## src/rtl/flt_pkg.sv

```systemverilog
package flt_pkg;

  typedef enum logic [1:0] {
    OP_NOP   = 2'd0,
    OP_ERASE = 2'd1,
    OP_PROG  = 2'd2,
    OP_READ  = 2'd3
  } op_e;

  typedef enum logic [3:0] {
    FK_NONE       = 4'd0,
    FK_ROW_PDIST  = 4'd1,
    FK_ROW_EDIST  = 4'd2,
    FK_COL_PDIST  = 4'd3,
    FK_COL_EDIST  = 4'd4,
    FK_READ_DIST  = 4'd5,
    FK_OVER_ERASE = 4'd6,
    FK_STUCK0     = 4'd7,
    FK_STUCK1     = 4'd8,
    FK_NO_RISE    = 4'd9,
    FK_NO_FALL    = 4'd10
  } fault_e;

  localparam int unsigned FK_LAST = 10;

endpackage

```

## src/rtl/flash_cell_store.sv

```systemverilog
module flash_cell_store #(
  parameter int unsigned AW = 8
) (
  input  logic          clk,
  input  logic          we,
  input  logic [AW-1:0] waddr,
  input  logic          wdata,
  input  logic [AW-1:0] raddr,
  output logic          rdata
);
  localparam int unsigned DEPTH = 1 << AW;

  logic cells [DEPTH];

  // one write port, one registered read port: maps onto block RAM
  always_ff @(posedge clk) begin
    if (we) cells[waddr] <= wdata;
    rdata <= cells[raddr];
  end

endmodule

```

## src/rtl/flash_op_seq.sv

```systemverilog
module flash_op_seq
  import flt_pkg::*;
#(
  parameter int unsigned AW         = 8,
  parameter int unsigned ERASE_LEN  = 296,
  parameter int unsigned PROG_LEN   = 6,
  parameter int unsigned READ_LEN   = 3
) (
  input  logic          clk,
  input  logic          rst,
  input  logic          req_valid,
  input  op_e           req_op,
  input  logic [AW-1:0] req_addr,
  output logic          busy,
  output logic          rd_valid,
  output logic [AW-1:0] op_addr,
  output logic          erase_go,
  output logic          prog_done,
  output logic          read_done,
  output logic          sweep_we,
  output logic [AW-1:0] sweep_addr
);
  localparam int unsigned LW = $clog2(ERASE_LEN + 1);

  op_e           cur_op;
  logic [LW-1:0] cnt;
  logic [LW-1:0] len_sel;
  logic          accept;
  logic          done;

  assign accept    = req_valid && !busy && (req_op != OP_NOP);
  assign erase_go  = accept && (req_op == OP_ERASE);
  assign done      = busy && (cnt == '0);
  assign prog_done = done && (cur_op == OP_PROG);
  assign read_done = done && (cur_op == OP_READ);

  always_comb begin
    case (req_op)
      OP_ERASE: len_sel = LW'(ERASE_LEN - 1);
      OP_PROG:  len_sel = LW'(PROG_LEN - 1);
      default:  len_sel = LW'(READ_LEN - 1);
    endcase
  end

  always_ff @(posedge clk) begin
    if (rst) begin
      busy       <= 1'b0;
      rd_valid   <= 1'b0;
      cnt        <= '0;
      cur_op     <= OP_NOP;
      op_addr    <= '0;
      sweep_we   <= 1'b0;
      sweep_addr <= '0;
    end else begin
      rd_valid <= 1'b0;
      if (accept) begin
        busy       <= 1'b1;
        cur_op     <= req_op;
        op_addr    <= req_addr;
        cnt        <= len_sel;
        sweep_we   <= (req_op == OP_ERASE);
        sweep_addr <= '0;
      end else begin
        if (busy) begin
          if (cnt == '0) begin
            busy     <= 1'b0;
            rd_valid <= (cur_op == OP_READ);
          end else begin
            cnt <= cnt - 1'b1;
          end
        end
        if (sweep_we) begin
          if (&sweep_addr) sweep_we <= 1'b0;
          sweep_addr <= sweep_addr + 1'b1;
        end
      end
    end
  end

  AST_BUSY_FROM_REQ: assert property (@(posedge clk) disable iff (rst)
    $rose(busy) |-> ($past(req_valid) && ($past(req_op) != OP_NOP)));

  AST_RDV_AFTER_BUSY: assert property (@(posedge clk) disable iff (rst)
    rd_valid |-> (!busy && $past(busy)));

  AST_RDV_SINGLE: assert property (@(posedge clk) disable iff (rst)
    rd_valid |=> !rd_valid);

  AST_SWEEP_IN_BUSY: assert property (@(posedge clk) disable iff (rst)
    sweep_we |-> busy);

endmodule

```

## src/rtl/flash_fault_unit.sv

```systemverilog
module flash_fault_unit
  import flt_pkg::*;
#(
  parameter int unsigned RW = 4,
  parameter int unsigned CW = 4
) (
  input  logic          clk,
  input  logic          rst,
  input  logic          arm,
  input  logic          cfg_en,
  input  fault_e        cfg_kind,
  input  logic [RW-1:0] cfg_row,
  input  logic [CW-1:0] cfg_col,
  input  logic          prog_done,
  input  logic          read_done,
  input  logic [RW-1:0] op_row,
  input  logic [CW-1:0] op_col,
  input  logic          mem_q,
  output logic          rd_data
);
  fault_e        kind_q;
  fault_e        kind_in;
  logic [RW-1:0] vrow;
  logic [CW-1:0] vcol;
  logic          vic_bit;
  logic          vic_hit, same_row, same_col, active;
  logic          rd_val;
  logic          prog_locked;

  assign kind_in     = cfg_en ? cfg_kind : FK_NONE;
  assign vic_hit     = (op_row == vrow) && (op_col == vcol);
  assign same_row    = (op_row == vrow) && !vic_hit;
  assign same_col    = (op_col == vcol) && !vic_hit;
  assign active      = (kind_q != FK_NONE);
  assign prog_locked = (kind_q == FK_STUCK0) || (kind_q == FK_STUCK1) ||
                       (kind_q == FK_NO_RISE) || (kind_q == FK_NO_FALL) ||
                       (kind_q == FK_OVER_ERASE);

  always_comb begin
    if (active && vic_hit)                             rd_val = vic_bit;
    else if ((kind_q == FK_OVER_ERASE) && same_col)    rd_val = 1'b1;
    else                                               rd_val = mem_q;
  end

  always_ff @(posedge clk) begin
    if (rst) begin
      kind_q  <= FK_NONE;
      vrow    <= '0;
      vcol    <= '0;
      vic_bit <= 1'b1;
      rd_data <= 1'b0;
    end else begin
      if (arm) begin
        kind_q  <= kind_in;
        vrow    <= cfg_row;
        vcol    <= cfg_col;
        vic_bit <= !((kind_in == FK_STUCK0) || (kind_in == FK_NO_RISE));
      end else if (prog_done) begin
        if (vic_hit) begin
          if (!prog_locked) vic_bit <= 1'b0;
        end else begin
          case (kind_q)
            FK_ROW_PDIST: if (same_row) vic_bit <= 1'b0;
            FK_ROW_EDIST: if (same_row) vic_bit <= 1'b1;
            FK_COL_PDIST: if (same_col) vic_bit <= 1'b0;
            FK_COL_EDIST: if (same_col) vic_bit <= 1'b1;
            default: ;
          endcase
        end
      end else if (read_done) begin
        rd_data <= rd_val;
        if ((kind_q == FK_READ_DIST) && vic_hit && !vic_bit) vic_bit <= 1'b1;
      end
    end
  end

  AST_ROWP_NO_RAISE: assert property (@(posedge clk) disable iff (rst)
    (prog_done && (kind_q == FK_ROW_PDIST)) |=> !$rose(vic_bit));

  AST_COLE_NO_DROP: assert property (@(posedge clk) disable iff (rst)
    (prog_done && (kind_q == FK_COL_EDIST) && !vic_hit) |=> !$fell(vic_bit));

  AST_RDIST_FLIP: assert property (@(posedge clk) disable iff (rst)
    (read_done && (kind_q == FK_READ_DIST) && vic_hit && !vic_bit) |=> (!rd_data && vic_bit));

  AST_OE_LEAK: assert property (@(posedge clk) disable iff (rst)
    (read_done && (kind_q == FK_OVER_ERASE) && same_col) |=> rd_data);

  AST_STUCK_LOW: assert property (@(posedge clk) disable iff (rst)
    (read_done && vic_hit && ((kind_q == FK_STUCK0) || (kind_q == FK_NO_RISE))) |=> !rd_data);

endmodule

```

## src/rtl/flash_fault_array.sv

```systemverilog
module flash_fault_array
  import flt_pkg::*;
#(
  parameter int unsigned ROWS       = 16,
  parameter int unsigned COLS       = 16,
  parameter int unsigned ERASE_XTRA = 40,
  parameter int unsigned PROG_CYC   = 6,
  parameter int unsigned READ_CYC   = 3
) (
  input  logic                                 clk,
  input  logic                                 rst,
  input  logic                                 req_valid,
  input  logic [1:0]                           req_op,
  input  logic [$clog2(ROWS)+$clog2(COLS)-1:0] req_addr,
  input  logic                                 cfg_en,
  input  logic [3:0]                           cfg_kind,
  input  logic [$clog2(ROWS)-1:0]              cfg_row,
  input  logic [$clog2(COLS)-1:0]              cfg_col,
  output logic                                 busy,
  output logic                                 rd_valid,
  output logic                                 rd_data
);
  localparam int unsigned RW        = $clog2(ROWS);
  localparam int unsigned CW        = $clog2(COLS);
  localparam int unsigned AW        = RW + CW;
  localparam int unsigned CELLS     = ROWS * COLS;
  localparam int unsigned ERASE_LEN = CELLS + ((ERASE_XTRA < 1) ? 1 : ERASE_XTRA);
  localparam int unsigned PROG_LEN  = (PROG_CYC < 1) ? 1 : PROG_CYC;
  localparam int unsigned READ_LEN  = (READ_CYC < 2) ? 2 : READ_CYC; // registered array read needs 2

  logic [AW-1:0] op_addr, sweep_addr, waddr;
  logic          erase_go, prog_done, read_done, sweep_we;
  logic          mem_we, mem_q;
  fault_e        kind_in;

  assign kind_in = (cfg_kind <= 4'(FK_LAST)) ? fault_e'(cfg_kind) : FK_NONE;

  flash_op_seq #(
    .AW(AW), .ERASE_LEN(ERASE_LEN), .PROG_LEN(PROG_LEN), .READ_LEN(READ_LEN)
  ) u_seq (
    .clk(clk), .rst(rst), .req_valid(req_valid), .req_op(op_e'(req_op)),
    .req_addr(req_addr), .busy(busy), .rd_valid(rd_valid), .op_addr(op_addr),
    .erase_go(erase_go), .prog_done(prog_done), .read_done(read_done),
    .sweep_we(sweep_we), .sweep_addr(sweep_addr)
  );

  assign mem_we = sweep_we || prog_done;
  assign waddr  = sweep_we ? sweep_addr : op_addr;

  flash_cell_store #(.AW(AW)) u_store (
    .clk(clk), .we(mem_we), .waddr(waddr), .wdata(sweep_we),
    .raddr(op_addr), .rdata(mem_q)
  );

  flash_fault_unit #(.RW(RW), .CW(CW)) u_fault (
    .clk(clk), .rst(rst), .arm(erase_go), .cfg_en(cfg_en), .cfg_kind(kind_in),
    .cfg_row(cfg_row), .cfg_col(cfg_col), .prog_done(prog_done),
    .read_done(read_done), .op_row(op_addr[AW-1:CW]), .op_col(op_addr[CW-1:0]),
    .mem_q(mem_q), .rd_data(rd_data)
  );

  AST_IDLE_AFTER_RESET: assert property (@(posedge clk)
    $past(rst) |-> (!busy && !rd_valid && !rd_data));

endmodule

```

## config.mk

```make
export PLATFORM = sky130hd
export DESIGN_NAME = flash_fault_array
export DESIGN_NICKNAME = d
export VERILOG_FILES = /design/src/rtl/flt_pkg.sv /design/src/rtl/flash_cell_store.sv /design/src/rtl/flash_op_seq.sv /design/src/rtl/flash_fault_unit.sv /design/src/rtl/flash_fault_array.sv
export SDC_FILE = /design/constraint.sdc
export NUM_CORES = 1
export LEC_CHECK = 0
export BUFFER_PORTS_ARGS = -buffer_cell sky130_fd_sc_hd__buf_2
export CELL_PAD_IN_SITES_DETAIL_PLACEMENT = 2
export CELL_PAD_IN_SITES_GLOBAL_PLACEMENT = 2
export CORE_MARGIN = 1
export CORE_UTILIZATION = 44
export DETAILED_ROUTE_END_ITERATION = 8
export GPL_TIMING_DRIVEN = 0
export PLACE_DENSITY = 0.78
export SYNTH_ARGS = -nofsm -noshare
export SYNTH_HDL_FRONTEND = slang
export SYNTH_SLANG_ARGS = --single-unit
```

## constraint.sdc

```tcl
create_clock -name clk -period 6.59 [get_ports clk]
set_clock_uncertainty 0.15 [all_clocks]
set_input_delay 1.318 -clock clk [delete_from_list [all_inputs] [get_ports clk]]
set_output_delay 1.318 -clock clk [all_outputs]
set_load 0.01 [all_outputs]
```

==> results.md <==
- Synthesized area: 13740 um2
- FMAX: roughly 230 MHz
- Drt first pass iters: 6
- Max IR drop VDD: ~0.00018 V
- Final WL: ~45000 um
- CTS tree: yes
- Slew Viols, Final: 0
- Pwr Total: approximately 4.2 mW
- Crit-path slowest cell: o32ai_2
- H-tree levels: 2
- Leakage power: roughly 4.7 nW
- Placed Cells: roughly 1.5k
- Crit path cell chain: buf_4 > buf_4 > clkinv_1 > o32ai_2 > nand3_1 > clkbuf_1 > nor2_1
- Largest net degree at the start of global routing: between 90 and 100
- Cts bufs inserted: 34
- ANT cells: 0
- Area Overhead vs Synth: 12.29%
- Row count: 64
- Ys flop type: edfxtp_1
- Post-synth EDFFs: about 260
- Gpl congestion: approximately 0.81
- Fin crit share: 0.6508
- Crit path launch type: register
- Finished Core Util: 0.5032
- Clk_lat worst skew: around 0.54 ns
- Post-synthesis sequential area ratio: 0.6249
- Iteration-0 DRC Markers: ~540
- Bufs and invs on worst path: 4
- Max incr delay on CP: around 0.98 ns
- DPL Wire Length: 29730 um
- Port Buffer Count: 28
- Final hold violations: 0
- RSZ-0062 raised after global routing: no
- CP max FO: 10
- Leading cell type by number of instances after synthesis: nor2_1
- Vias: 9526
- First-pass GRT wire length: between 60000 and 70000 um
- Antenna violations before repair: 0
- Core area: between 30000 and 40000 um2
- PD cells: ~270 nW/um2
- Total clock sinks: between 300 and 400
- CP arrival: 4.37 ns
- Post-DRT Antenna Nets: 0
- Warnings from Yosys: 0
- IO Count: 29
- Cell count after synthesis: 1101
- Synth area leaders: edfxtp_1 56%, nor2_1 7.9%, mux4_2 6.7%
- Routed wire per std cell: roughly 28 um
- Nets: around 1.2k
- Setup bufs post-CTS: 0
- Fin worst setup slack: between 2 and 2.5 ns
- Hold buffers post-CTS: 0
- HP Class: register to register
- Async SR Flop Fraction: 0
- Final Setup Violations: 0
- WP data required: between 6 and 7 ns
- Fraction of layout cells with a size suffix above 1: 0.1514
- Syn avg cell area: 12.48 um2
- Pre-CTS setup slack: between 2 and 2.5 ns
- Measured slew at the worst slew-check pin: around 1.2 ns
- Synthesized flop and latch total: 301
- Die Ht: ~180 um
- CTS root buffer: clkbuf_16
- Die X: between 150 and 200 um
- Grt ovf: 0
- Top cell type's share of synthesized area: 0.5593
- Post_cts resized: 0
- Max clock buf depth: 3
- Final min period: 4.289 ns
- Initial core utilization: 0.4481
- Maxcap violations: 0
- Yosys cell types: 66
- Largest area contributor in the netlist: edfxtp_1
- Syn Nets: between 1k and 1.5k
- Vias/cell: 6.010
- Crit end category: register
- Vias in the first global route: between 10k and 15k
- Crit path max-delay family: buffers and inverters
- Most used cell, CP: buf_4
- Top cells by count, synth: 291 x nor2_1, 256 x edfxtp_1, 85 x nand2_1
- Final Non-Filler Cells: 1585
- Clk pin slew, worst setup/hold paths: approximately 0.070 ns
- Relative slew slack: 0.2104
- Outcome: finished clean
- Kind of critical path: register to register
- Full die area: ~32000 um2
- Overall Global Routing Usage: 0.2901
- DR DRC count: 0
-- cells in the final DEF, fill, tap and decap left out, types with 3 or more instances in the layout --
cell type,instances
a31oi_1,3
or3_1,4
clkinv_2,3
mux4_2,41
inv_1,13
nand2b_1,10
buf_6,10
clkinv_1,6
clkbuf_16,35
o32ai_2,7
a211oi_1,5
xnor2_1,13
nor2_1,291
dfxtp_1,44
nor4_1,5
mux2i_1,60
a21oi_1,37
nor2b_1,5
nand2_1,85
a311oi_1,3
buf_1,4
o41ai_1,4
nand3_1,15
edfxtp_1,256
o22ai_1,27
o21ai_0,14
nand3b_1,3
nand4_1,7
buf_2,47
xor2_1,5
clkbuf_1,50
ha_1,6
nor3_1,3
nand3_4,9
mux2_2,3
o211ai_1,5
buf_4,5
-- metal layers --
layer  vias to the layer above  part of all wire  GRT usage
met2                       287              0.51     0.5174
met1                      4990              0.40     0.3484
li1                       4142                 -          -
met5                         -                 0          0
met3                       107             0.046    0.04177
met4                         0             0.040     0.1246
-- worst register-to-register path: cells and delay by family (launching register included) --
family                 cells  cell delay, ns
DFF                        1            0.37
and+or+nand+nor            2            0.86
buffers and inverters      4            1.62
AOI/OAI and AO/OA          1            0.99
-- flip-flops by register name, summed over array words and instances (netlist names) --
name              count
u_seq.busy            1
u_fault.vic_bit       1
u_seq.rd_valid        1
u_store.cells       256
u_fault.kind_q        4
u_seq.sweep_addr      8
u_seq.sweep_we        1
u_seq.op_addr         8
u_seq.cur_op          2
u_fault.vrow          4
u_fault.vcol          4
u_seq.cnt             9
u_fault.rd_data       1
u_store.rdata         1
-- area by class of cell --
| cell class | instances | area (um2) |
|---|---|---|
| clock inverters | 10 | 62.56 |
| flip-flops and latches | 301 | 8592 |
| plain buffers | 76 | 419.2 |
| fillers | 3036 | 15240 |
| clock buffers | 48 | 924.6 |
| well taps | 396 | 495.5 |
| repair buffers | 30 | 195.2 |
| multi-input cells | 708 | 4684 |
| inverters | 16 | 60.06 |
-- final timing paths --
path              cells after the start  slack [ns]                           end                           from
hold / removal                        2        0.32  u_fault.rd_data$_SDFFE_PP0P_   u_fault.rd_data$_SDFFE_PP0P_
setup / recovery                      7        2.30  u_store.cells[141]$_DFFE_PP_  u_seq.op_addr[0]$_SDFFE_PP0N_
setup reg to reg                      7        2.30  u_store.cells[141]$_DFFE_PP_  u_seq.op_addr[0]$_SDFFE_PP0N_
hold reg to reg                       2        0.32  u_fault.rd_data$_SDFFE_PP0P_   u_fault.rd_data$_SDFFE_PP0P_
-- power by group --
group	total (mW)	switching [mW]	internal, mW
clock network	1.76	0.774	0.982
registers	2.09	0.0207	2.07
logic	0.351	0.231	0.120
-- stage by stage --
| stage | TNS [ns] | instance area, um2 | hold slack [ns] |
|---|---|---|---|
| CTS | 0 | 15430 | 0.3250 |
| detailed placement | 0 | 14450 | 0.3166 |
| global placement | -648.27 | 14380 | 0.3068 |
| finish | 0 | 15430 | 0.3196 |
| global route | 0 | 15430 | 0.3519 |
| floorplan | 0 | 13740 | 0.2988 |
-- cells by family after synthesis --
logic type,share of synthesized area
xor+xnor,0.01147
buf+inv,0.03487
compound gates,0.06263
simple gates,0.1474
flops,0.6249
fa+ha+maj,0.005462
mux,0.1133
(Power assumes the default switching activity.)
